### src/rtl/pms_pkg.sv
package pms_pkg;
    typedef enum logic [3:0] {
        ST_IDLE, ST_CMD, ST_ADR2, ST_ADR1, ST_ADR0, ST_LEN1, ST_LEN0,
        ST_WDAT, ST_WACC, ST_TERM, ST_RACC, ST_RSND, ST_ERR, ST_ACK
    } pms_state_e;

    localparam logic [7:0] BYTE_SOP    = 8'h7E;
    localparam logic [7:0] BYTE_EOP    = 8'h0A;
    localparam logic [7:0] BYTE_RD     = 8'h52;
    localparam logic [7:0] BYTE_WR     = 8'h57;
    localparam logic [7:0] BYTE_ACK    = 8'h00;
    localparam logic [7:0] BYTE_ERRTAG = 8'hEE;
endpackage

### src/rtl/pms_access_timer.sv
module pms_access_timer #(
    parameter int HOLD = 6
) (
    input  logic clk,
    input  logic rst_n,
    input  logic start,
    output logic active,
    output logic last
);
    localparam int CW = $clog2(HOLD + 1);

    logic [CW-1:0] cnt_d, cnt_q;

    always_comb begin
        cnt_d = cnt_q;
        if (start)
            cnt_d = CW'(HOLD);
        else if (cnt_q != '0)
            cnt_d = cnt_q - CW'(1);
    end

    always_ff @(posedge clk or negedge rst_n) begin
        if (!rst_n) cnt_q <= '0;
        else        cnt_q <= cnt_d;
    end

    assign active = (cnt_q != '0);
    assign last   = (cnt_q == CW'(1));

    // a new access never starts while one is running
    assert_start_idle_R5: assert property (@(posedge clk) disable iff (!rst_n)
        start |-> !active);
endmodule

### src/rtl/pms_status_fmt.sv
module pms_status_fmt
    import pms_pkg::*;
#(
    parameter int ADDR_W = 19
) (
    input  logic [1:0]        idx,
    input  logic [ADDR_W-1:0] addr,
    output logic [7:0]        byte_o
);
    localparam int PAD_W = 24;

    logic [PAD_W-1:0] wide;
    assign wide = PAD_W'(addr);

    always_comb begin
        case (idx)
            2'd0:    byte_o = BYTE_ERRTAG;
            2'd1:    byte_o = wide[23:16];
            2'd2:    byte_o = wide[15:8];
            default: byte_o = wide[7:0];
        endcase
    end
endmodule

### src/rtl/pkt_mem_seq.sv
module pkt_mem_seq
    import pms_pkg::*;
#(
    parameter int ADDR_W     = 19,
    parameter int LEN_W      = 16,
    parameter int ACC_CYCLES = 6
) (
    input  logic              clk,
    input  logic              rst_n,
    input  logic [7:0]        in_data,
    input  logic              in_valid,
    output logic              in_ready,
    output logic [7:0]        out_data,
    output logic              out_valid,
    input  logic              out_ready,
    output logic              mem_cs,
    output logic              mem_rd,
    output logic              mem_wr,
    output logic [ADDR_W-1:0] mem_addr,
    output logic [7:0]        mem_wdata,
    input  logic [7:0]        mem_rdata,
    input  logic              vote_err
);
    typedef struct packed {
        pms_state_e        st;
        logic              wr;
        logic [ADDR_W-1:0] addr;
        logic [LEN_W-1:0]  remain;
        logic [7:0]        wdata;
        logic [7:0]        rdata;
        logic [1:0]        eidx;
    } seq_s;

    seq_s q, n;
    logic tmr_start, tmr_active, tmr_last;
    logic [7:0] stat_byte;
    logic in_take, out_take;
    logic [LEN_W-1:0] len_shift;

    pms_access_timer #(.HOLD(ACC_CYCLES)) u_timer (
        .clk(clk), .rst_n(rst_n), .start(tmr_start),
        .active(tmr_active), .last(tmr_last)
    );

    pms_status_fmt #(.ADDR_W(ADDR_W)) u_fmt (
        .idx(q.eidx), .addr(q.addr), .byte_o(stat_byte)
    );

    assign in_take   = in_valid && in_ready;
    assign out_take  = out_valid && out_ready;
    assign len_shift = {q.remain[LEN_W-9:0], in_data};

    always_comb begin
        n         = q;
        tmr_start = 1'b0;
        in_ready  = 1'b0;
        out_valid = 1'b0;
        out_data  = BYTE_ACK;
        case (q.st)
            ST_IDLE: begin
                in_ready = 1'b1;
                if (in_valid && in_data == BYTE_SOP) n.st = ST_CMD;
            end
            ST_CMD: begin
                in_ready = 1'b1;
                if (in_valid) begin
                    if (in_data == BYTE_RD)      begin n.wr = 1'b0; n.st = ST_ADR2; end
                    else if (in_data == BYTE_WR) begin n.wr = 1'b1; n.st = ST_ADR2; end
                    else                         n.st = ST_IDLE;
                end
            end
            ST_ADR2, ST_ADR1, ST_ADR0: begin
                in_ready = 1'b1;
                if (in_valid) begin
                    n.addr = {q.addr[ADDR_W-9:0], in_data};
                    n.st   = (q.st == ST_ADR2) ? ST_ADR1 :
                             (q.st == ST_ADR1) ? ST_ADR0 : ST_LEN1;
                end
            end
            ST_LEN1: begin
                in_ready = 1'b1;
                if (in_valid) begin n.remain = len_shift; n.st = ST_LEN0; end
            end
            ST_LEN0: begin
                in_ready = 1'b1;
                if (in_valid) begin
                    n.remain = len_shift;
                    n.st     = (q.wr && len_shift != '0) ? ST_WDAT : ST_TERM;
                end
            end
            ST_WDAT: begin
                in_ready = 1'b1;
                if (in_valid) begin
                    n.wdata   = in_data;
                    tmr_start = 1'b1;
                    n.st      = ST_WACC;
                end
            end
            ST_WACC: begin
                if (tmr_last) begin
                    n.addr   = q.addr + ADDR_W'(1);
                    n.remain = q.remain - LEN_W'(1);
                    n.st     = (q.remain == LEN_W'(1)) ? ST_TERM : ST_WDAT;
                end
            end
            ST_TERM: begin
                in_ready = 1'b1;
                if (in_valid) begin
                    if (in_data != BYTE_EOP)  n.st = ST_IDLE;
                    else if (q.wr)            n.st = ST_ACK;
                    else if (q.remain == '0)  n.st = ST_IDLE;
                    else begin tmr_start = 1'b1; n.st = ST_RACC; end
                end
            end
            ST_RACC: begin
                if (tmr_last) begin
                    if (vote_err) begin n.eidx = 2'd0; n.st = ST_ERR; end
                    else begin n.rdata = mem_rdata; n.st = ST_RSND; end
                end
            end
            ST_RSND: begin
                out_valid = 1'b1;
                out_data  = q.rdata;
                if (out_ready) begin
                    n.addr   = q.addr + ADDR_W'(1);
                    n.remain = q.remain - LEN_W'(1);
                    if (q.remain == LEN_W'(1)) n.st = ST_IDLE;
                    else begin tmr_start = 1'b1; n.st = ST_RACC; end
                end
            end
            ST_ERR: begin
                out_valid = 1'b1;
                out_data  = stat_byte;
                if (out_ready) begin
                    n.eidx = q.eidx + 2'd1;
                    if (q.eidx == 2'd3) n.st = ST_IDLE;
                end
            end
            ST_ACK: begin
                out_valid = 1'b1;
                out_data  = BYTE_ACK;
                if (out_ready) n.st = ST_IDLE;
            end
            default: n.st = ST_IDLE;
        endcase
    end

    always_ff @(posedge clk or negedge rst_n) begin
        if (!rst_n) q <= '0;
        else        q <= n;
    end

    assign mem_cs    = tmr_active;
    assign mem_rd    = tmr_active && (q.st == ST_RACC);
    assign mem_wr    = tmr_active && (q.st == ST_WACC);
    assign mem_addr  = q.addr;
    assign mem_wdata = q.wdata;

    // ---------------- assertions ----------------
    logic [15:0] cs_run_q;
    always_ff @(posedge clk or negedge rst_n) begin
        if (!rst_n)      cs_run_q <= '0;
        else if (mem_cs) cs_run_q <= cs_run_q + 16'd1;
        else             cs_run_q <= '0;
    end

    assert_one_strobe_R5: assert property (@(posedge clk) disable iff (!rst_n)
        mem_cs |-> (mem_rd ^ mem_wr));
    assert_hold_len_R5: assert property (@(posedge clk) disable iff (!rst_n)
        (!mem_cs && cs_run_q != '0) |-> (cs_run_q == 16'(ACC_CYCLES)));
    assert_addr_stable_R5: assert property (@(posedge clk) disable iff (!rst_n)
        (mem_cs && $past(mem_cs)) |-> ($stable(mem_addr) && $stable(mem_wdata)));
    assert_busy_no_take_R6: assert property (@(posedge clk) disable iff (!rst_n)
        mem_cs |-> !in_take);
    assert_out_hold_R10: assert property (@(posedge clk) disable iff (!rst_n)
        (out_valid && !out_ready) |=> (out_valid && $stable(out_data)));
    assert_err_tag_R9: assert property (@(posedge clk) disable iff (!rst_n)
        (mem_rd && tmr_last && vote_err) |=> (out_valid && out_data == BYTE_ERRTAG && !mem_cs));
    assert_no_take_out_R10: assert property (@(posedge clk) disable iff (!rst_n)
        out_take |-> !in_ready);
endmodule

### config.mk
export PLATFORM = sky130hd
export DESIGN_NAME = pkt_mem_seq
export DESIGN_NICKNAME = d
export VERILOG_FILES = /design/src/rtl/pms_pkg.sv /design/src/rtl/pms_access_timer.sv /design/src/rtl/pms_status_fmt.sv /design/src/rtl/pkt_mem_seq.sv
export SDC_FILE = /design/constraint.sdc
export NUM_CORES = 1
export LEC_CHECK = 0
export ABC_AREA = 1
export BUFFER_PORTS_ARGS = -buffer_cell sky130_fd_sc_hd__buf_2
export CAP_MARGIN = 20
export CORE_MARGIN = 3
export CORE_UTILIZATION = 63
export CTS_CLUSTER_SIZE = 25
export DETAILED_ROUTE_END_ITERATION = 8
export PLACE_DENSITY = 0.94
export SLEW_MARGIN = 0
export SYNTH_ARGS = -nofsm -noshare
export SYNTH_HDL_FRONTEND = slang
export SYNTH_HIERARCHICAL = 1
export SYNTH_SLANG_ARGS = --single-unit
### constraint.sdc
create_clock -name clk -period 3.2 [get_ports clk]
set_input_delay 0 -clock clk [delete_from_list [all_inputs] [get_ports clk]]
set_output_delay 0 -clock clk [all_outputs]
set_load 0.005 [all_outputs]
==> summary.txt, run 1 <==
Yosys
  – Cell area after synthesis: roughly 0.0046 mm^2
  – Post-synthesis area per instance: about 6.6 um^2
  – Post-synth top flop: dfrtp_1
  – Simple-Gate Fraction of Synth Area: between 30% and 40%
  – Post-synth ARST share: 100%
  – Xor and xnor area share after synthesis: ~1.5%
  – Post-synthesis compound-gate area fraction: around 9.1%
  – Seq/Total Area, Yosys: around a third
  – Netlist cell types: 35
  – Seq cells post-synth: between 60 and 70
  – Mapped Cells: ~700
  – Post-synth EDFFs: 0
  – Largest family of logic cells by synthesized area: simple AND/OR/NAND/NOR gates
  – Adder-Cell Fraction of Synth Area: 2.19%
  – Post-Syn Nets: 720
  – Synth warn: 6
  – Post-synthesis mux area share: 2.71%

GRT
  – Gr ovfl total: 0
  – GRT Util Overall: 29.9%
  – Initial antenna violation count: 0
  – Vias in the first global route: 4494
  – First-pass GRT wire length: between 20000 and 25000 um
  – Largest net degree at the start of global routing: 48

Pwr
  – P per Cell Area: between 800 and 900 mW/mm^2
  – Sw Pwr: 2.22 mW
  – P_int: 2.13 mW
  – Net Sw Frac: 51.0%
  – Comb power frac: a little over 50%
  – Reg power frac: 34.9%
  – Max rail drop VDD: about 0.56 mV
  – Clock power frac: a little over an eighth
  – Leakage power: approximately 2.6 nW

Placed design
  – GP Congestion: roughly 0.94
  – Detail Placement HPWL: a little under 9000 um
  – Pre-CTS WS: 1.17 ns
  – IO buf count: 60

Detailed routing
  – DRC: 0
  – Via count: 4749
  – Post-route ant nets: 0
  – Vias/cell: approximately 5.7
  – Avg WL per Cell: around 15 um
  – WL final: between 10000 and 15000 um
  – Initial DRC count: between 300 and 400
  – Drt pass-1 iters: 6

Critical path
  – Startpoint Class: flip-flop
  – Worst Path Arrival: between 2 and 2.5 ns
  – Crit Path Category: reg2reg
  – Data required time of the worst path: approximately 3.4 ns
  – CP Max Fanout: 10
  – CP endpoint kind: flip-flop
  – R2R depth: 10

Final layout
  – Area grow syn2layout: 9.20%
  – Antenna Cells: 0
  – Commonest non-fill, non-tap cell in the layout: nand2_1
  – Most frequent cells in the layout: nand2_1 (228), nor2_1 (92), inv_1 (61), dfrtp_1 (61), buf_2 (60)
  – # nets final: 764
  – Layout cells sized above 1: between 10% and 20%

STA
  – Setup violations, final: 0
  – Slew Viols, Final: 0
  – Max Fclk: roughly 470 MHz
  – Minimum clock period: between 2 and 2.5 ns
  – Max-slew headroom: a little over three fifths
  – Final WS setup: 1.08 ns
  – Final setup TNS: 0 ns
  – Final hold violations: 0
  – Final setup skew: about 0.0097 ns
  – Final period utilization: around two thirds
  – Unrepaired setup endpoints after global routing: no
  – Slew @ Worst Pin: approximately 0.55 ns

Clock tree
  – Post-CTS setup buffer count: 0
  – CTS Buf Count: 9
  – CTS Sinks: slightly above 60
  – Post-CTS resize count: 0
  – CTS max path bufs: 2
  – Worst-path clk slew: approximately 0.070 ns
  – Clk Latency, worst-skew pair: 0.34 ns
  – CTS root buf: clkbuf_8
  – H-tree depth: 3
  – CTS tree: done
  – Post-CTS Hold Buffers: 11

Flow run
  – Max-cap viol count: 0

Status
  – Status: finished, final reports clean

Hold path
  – Hold crit path type: in2reg
  – Hold path depth: 2

Floorplanning
  – IO Pins: a little over 60
  – # rows: 30
  – Height of the die: around 91 um
  – Die span in x: just over 90 um
  – Die area: roughly 0.0083 mm^2
  – Starting Density: between 60% and 70%
  – Core area: slightly below 0.007 mm^2
-- power by group through the flow --
stage	combinational (mW)	sequential [mW]	clock [mW]
2_1_floorplan	1.91	1.37	0
3_3_place_gp	2.10	1.49	0
3_5_place_dp	2.19	1.51	0
4_1_cts	2.21	1.49	0.592
5_1_grt	2.56	1.56	0.628
6_report	2.24	1.52	0.590
-- critical path, stage by stage (launching register included) --
cell and delay [ns]:
dfrtp_1 0.56, ha_1 0.28, inv_1 0.07, nor2_1 0.18, nand2_1 0.15, nor2_1 0.34, nand3_1 0.17, nand2_1 0.09
nand3_1 0.06, nand3_1 0.09, nand2_1 0.05
-- cell families (layout without fill, tap and decap cells) --
group / Yosys count / in the layout
AND/OR/NAND/NOR: 418 / 418
buffers and inverters: 111 / 160
AO/OA/AOI/OAI: 74 / 74
flip-flops: 61 / 61
multiplexers: 11 / 11
adder cells (fa/ha/maj): 8 / 8
XOR/XNOR: 8 / 8
-- cells in the mapped netlist, types with 2 or more instances --
library cell | instances | area [um^2]
buf_6 | 5 | 56.3
o31ai_1 | 2 | 15.0
o21ai_0 | 34 | 170
nand2_1 | 228 | 856
a21oi_1 | 6 | 30.0
nand4_1 | 10 | 62.6
nor3_1 | 9 | 45.0
nand3_2 | 2 | 20.0
dfrtp_1 | 61 | 1530
inv_1 | 61 | 229
clkbuf_1 | 2 | 7.51
nor2_1 | 92 | 345
buf_4 | 29 | 218
mux2_2 | 11 | 124
a22o_1 | 8 | 70.1
nand3_1 | 57 | 285
nand2_2 | 6 | 37.5
inv_2 | 5 | 18.8
xor2_1 | 8 | 70.1
nand2_4 | 2 | 22.5
ha_1 | 8 | 100
buf_2 | 6 | 30.0
nor2_2 | 3 | 18.8
o21ai_1 | 20 | 100
nand3b_1 | 6 | 45.0
-- routing by layer --
layer	up-vias	routed length, um	global-route usage, %
li1	2266	-	-
met1	2166	4990	38.6
met2	272	5790	49.8
met3	45	1110	4.56
met4	0	376	13.2
met5	-	0	0
-- sequential cells by signal, indices dropped and copies added (netlist names) --
signal,flops
q,23
mem_addr,19
len_shift,8
mem_wdata,8
u_timer/cnt_q,3
-- final timing paths --
check,slack [ns],start,end
min in group asynchronous,0.18,rst_n,u_timer/cnt_q[0]
worst min-delay path,0.008,in_data[1],mem_wdata[1]
max in group asynchronous,2.44,rst_n,len_shift[14]
worst min register to register,0.48,mem_wdata[2],mem_wdata[2]
worst max-delay path,1.08,mem_addr[0],mem_addr[16]
worst max register to register,1.08,mem_addr[0],mem_addr[16]
-- cell type report --
class | count | area, um^2
Inverter | 69 | 263
Clock inverter | 5 | 27.5
Clock buffer | 11 | 131
Multi-Input combinational cell | 519 | 2470
Tap cell | 96 | 120
Sequential cell | 61 | 1530
Timing Repair Buffer | 75 | 453
Fill cell | 598 | 1910
-- through the flow --
stage	total power [mW]	cells	hold slack, ns	util, %	area [um^2]
after floorplan	3.28	691	-0.296	-	4570
after global placement	3.59	808	0.235	68.1	4700
after detailed placement	3.70	808	0.239	68.1	4700
after CTS	4.30	835	0.00640	72.0	4970
after global routing	4.74	836	0.00843	72.3	4990
final	4.35	836	0.00798	72.3	4990
No activity file was read; power rests on OpenSTA's default activity.
==> inputs of run 2 (changes only) <==
--- a/config.mk
+++ b/config.mk
@@ -9,10 +9,10 @@
 export BUFFER_PORTS_ARGS = -buffer_cell sky130_fd_sc_hd__buf_2
 export CAP_MARGIN = 20
 export CORE_MARGIN = 3
-export CORE_UTILIZATION = 63
+export CORE_UTILIZATION = 53
 export CTS_CLUSTER_SIZE = 25
 export DETAILED_ROUTE_END_ITERATION = 8
-export PLACE_DENSITY = 0.94
+export PLACE_DENSITY = 0.85
 export SLEW_MARGIN = 0
 export SYNTH_ARGS = -nofsm -noshare
 export SYNTH_HDL_FRONTEND = slang
==> constraint.sdc (replaced) <==
create_clock -name clk -period 1.7 [get_ports clk]
set_input_delay 0 -clock clk [delete_from_list [all_inputs] [get_ports clk]]
set_output_delay 0 -clock clk [all_outputs]
set_load 0.005 [all_outputs]
==> run 2 against run 1 <==
Net effect:
- the flow now finishes with violations (negative setup slack)
- largest power group unchanged
- register-to-register slack lost 1.1 ns
- count of clock-buffer cells in the layout grew 1
- largest cell class unchanged
- worst hold slack gained 0.0040 ns
- sequential power grew 80%
==> summary.txt, run 2 (same netlist as run 1, synthesis figures left out) <==
Clock tree
  – Worst-path clk slew: ~0.060 ns
  – CTS Buf Count: 9
  – H-tree depth: 3
  – CTS root buf: clkbuf_8
  – CTS max path bufs: 2
  – CTS tree: done
  – Clk Latency, worst-skew pair: about 0.35 ns
  – CTS Sinks: 61

Flow run
  – Max-cap viol count: 0

Final layout
  – # nets final: ~830
  – Largest Register: q
  – Fin area: around 0.006 mm^2
  – Area grow syn2layout: 27.9%
  – Commonest non-fill, non-tap cell in the layout: nand2_1
  – Most frequent cells in the layout: nand2_1 (213), nor2_1 (77), buf_2 (61)
  – Core Util, Final: a little over two thirds
  – Layout cells sized above 1: about 30%
  – Antenna Cells: 0
  – Max reg flops: 23

Floorplanning
  – Core area: about 0.0083 mm^2
  – Die span in x: around 99 um
  – Die area: between 0.009 and 0.01 mm^2
  – IO Pins: 61
  – Height of the die: 98.9 um
  – # rows: 33
  – Starting Density: a little under three fifths

Pwr
  – P per Cell Area: around 1700 mW/mm^2
  – Design Power: roughly 10 mW
  – Leakage power: roughly 3.0 nW
  – Max rail drop VDD: between 1 and 1.5 mV

Placed design
  – GP Congestion: 0.963
  – IO buf count: 60
  – Detail Placement HPWL: between 9000 and 10000 um
  – Post-DP Area: 0.00508 mm^2
  – Pre-CTS WS: -0.0244 ns

Detailed routing
  – Vias/cell: approximately 5.7
  – Initial DRC count: 390
  – DRC: 0
  – Post-route ant nets: 0
  – WL final: roughly 14000 um
  – Avg WL per Cell: between 15 and 20 um
  – Drt pass-1 iters: 5
  – Via count: 5149

STA
  – Unrepaired setup endpoints after global routing: yes
  – Slew Viols, Final: 0
  – Max Fclk: around 580 MHz
  – Final WS setup: -0.0380 ns
  – Hold Slack: 0.0120 ns
  – Final setup skew: ~0.012 ns
  – Slew @ Worst Pin: 0.412 ns
  – Minimum clock period: 1.74 ns
  – Final period utilization: 102%
  – Setup violations, final: 18
  – Max-slew headroom: 72.2%
  – Final hold violations: 0

Critical path
  – Worst Path Arrival: ~1.7 ns
  – CP Max Fanout: 8
  – Crit Path Category: reg2out
  – Data required time of the worst path: between 1.5 and 2 ns
  – Startpoint Class: flip-flop
  – CP endpoint kind: primary output

Status
  – Status: finished, violations left
  – Failing checks: negative setup slack

GRT
  – Initial antenna violation count: 0
  – Vias in the first global route: between 4000 and 5000
  – Gr ovfl total: 0
  – GRT Util Overall: roughly 27%
  – First-pass GRT wire length: between 20000 and 25000 um
  – Largest net degree at the start of global routing: 62

Hold path
  – Hold crit path type: in2reg
run 2: cell types whose count changed in the layout (fill, tap and decap cells not counted), moves of 6 or more:
cell / change
buf_4: +47
nand2_1: -15
nor2_1: -15
nand2_2: +11
inv_1: -10
inv_2: +9
buf_6: +8
nor2_2: +8
nor2_4: +7
o21ai_2: +6
run 2: what timing repair did:
action / in CTS / in global routing
setup endpoints to repair: 25 / 62
cloned: 0 / 5
hold buffers: 13 / 0
resized for setup: 5 / 92
hold endpoints to repair: 73 / 0
pin swaps: 0 / 19
buffers inserted: 0 / 14
run 2: where the power goes:
group / total (mW) / internal [mW] / switching [mW]
Combinational: 6.25 / 2.55 / 3.70
Clock: 1.15 / 0.588 / 0.561
Sequential: 2.73 / 2.04 / 0.690
Total: 10.1 / 5.18 / 4.95
run 2: worst max-delay path, stage by stage (launching register included):
cell	delay, ns
dfrtp_1	0.42
inv_2	0.12
nand2_4	0.10
nor2_4	0.17
buf_4	0.17
buf_4	0.15
a22o_1	0.15
buf_2	0.12
run 2: layout make-up:
type,instances,area [um^2]
repair buffers,137,1010
multi-input cells,520,2720
flip-flops and latches,61,1530
fillers,628,2450
inverters,69,279
clock inverters,2,10.0
well taps,105,131
repair inverters,1,8.76
clock buffers,12,155
run 2: worst paths after layout:
path                                 to  slack, ns  cells past startpoint    startpoint
max                         out_data[2]      -0.04                      7         q[56]
min                        mem_wdata[3]       0.01                      3    in_data[3]
max reg2reg                       q[29]      -0.03                     12         q[56]
min reg2reg                mem_wdata[3]       0.49                      2  mem_wdata[3]
max in group asynchronous  len_shift[8]       1.21                      3         rst_n
min in group asynchronous          q[6]       0.18                      3         rst_n
run 2: metal layers:
metal / track usage (%) / wire, um / vias up
li1: - / - / 2402
met1: 35.2 / 5560 / 2396
met2: 45.5 / 7090 / 309
met3: 5.66 / 1340 / 42
met4: 8.19 / 347 / 0
met5: 0 / 0 / -
run 2: metrics by stage:
stage / instances / TNS [ns]
floorplan: 691 / 0
global placement: 861 / 0
detailed placement: 861 / -0.104
CTS: 888 / -0.000921
global route: 907 / -2.51
finish: 907 / -0.342
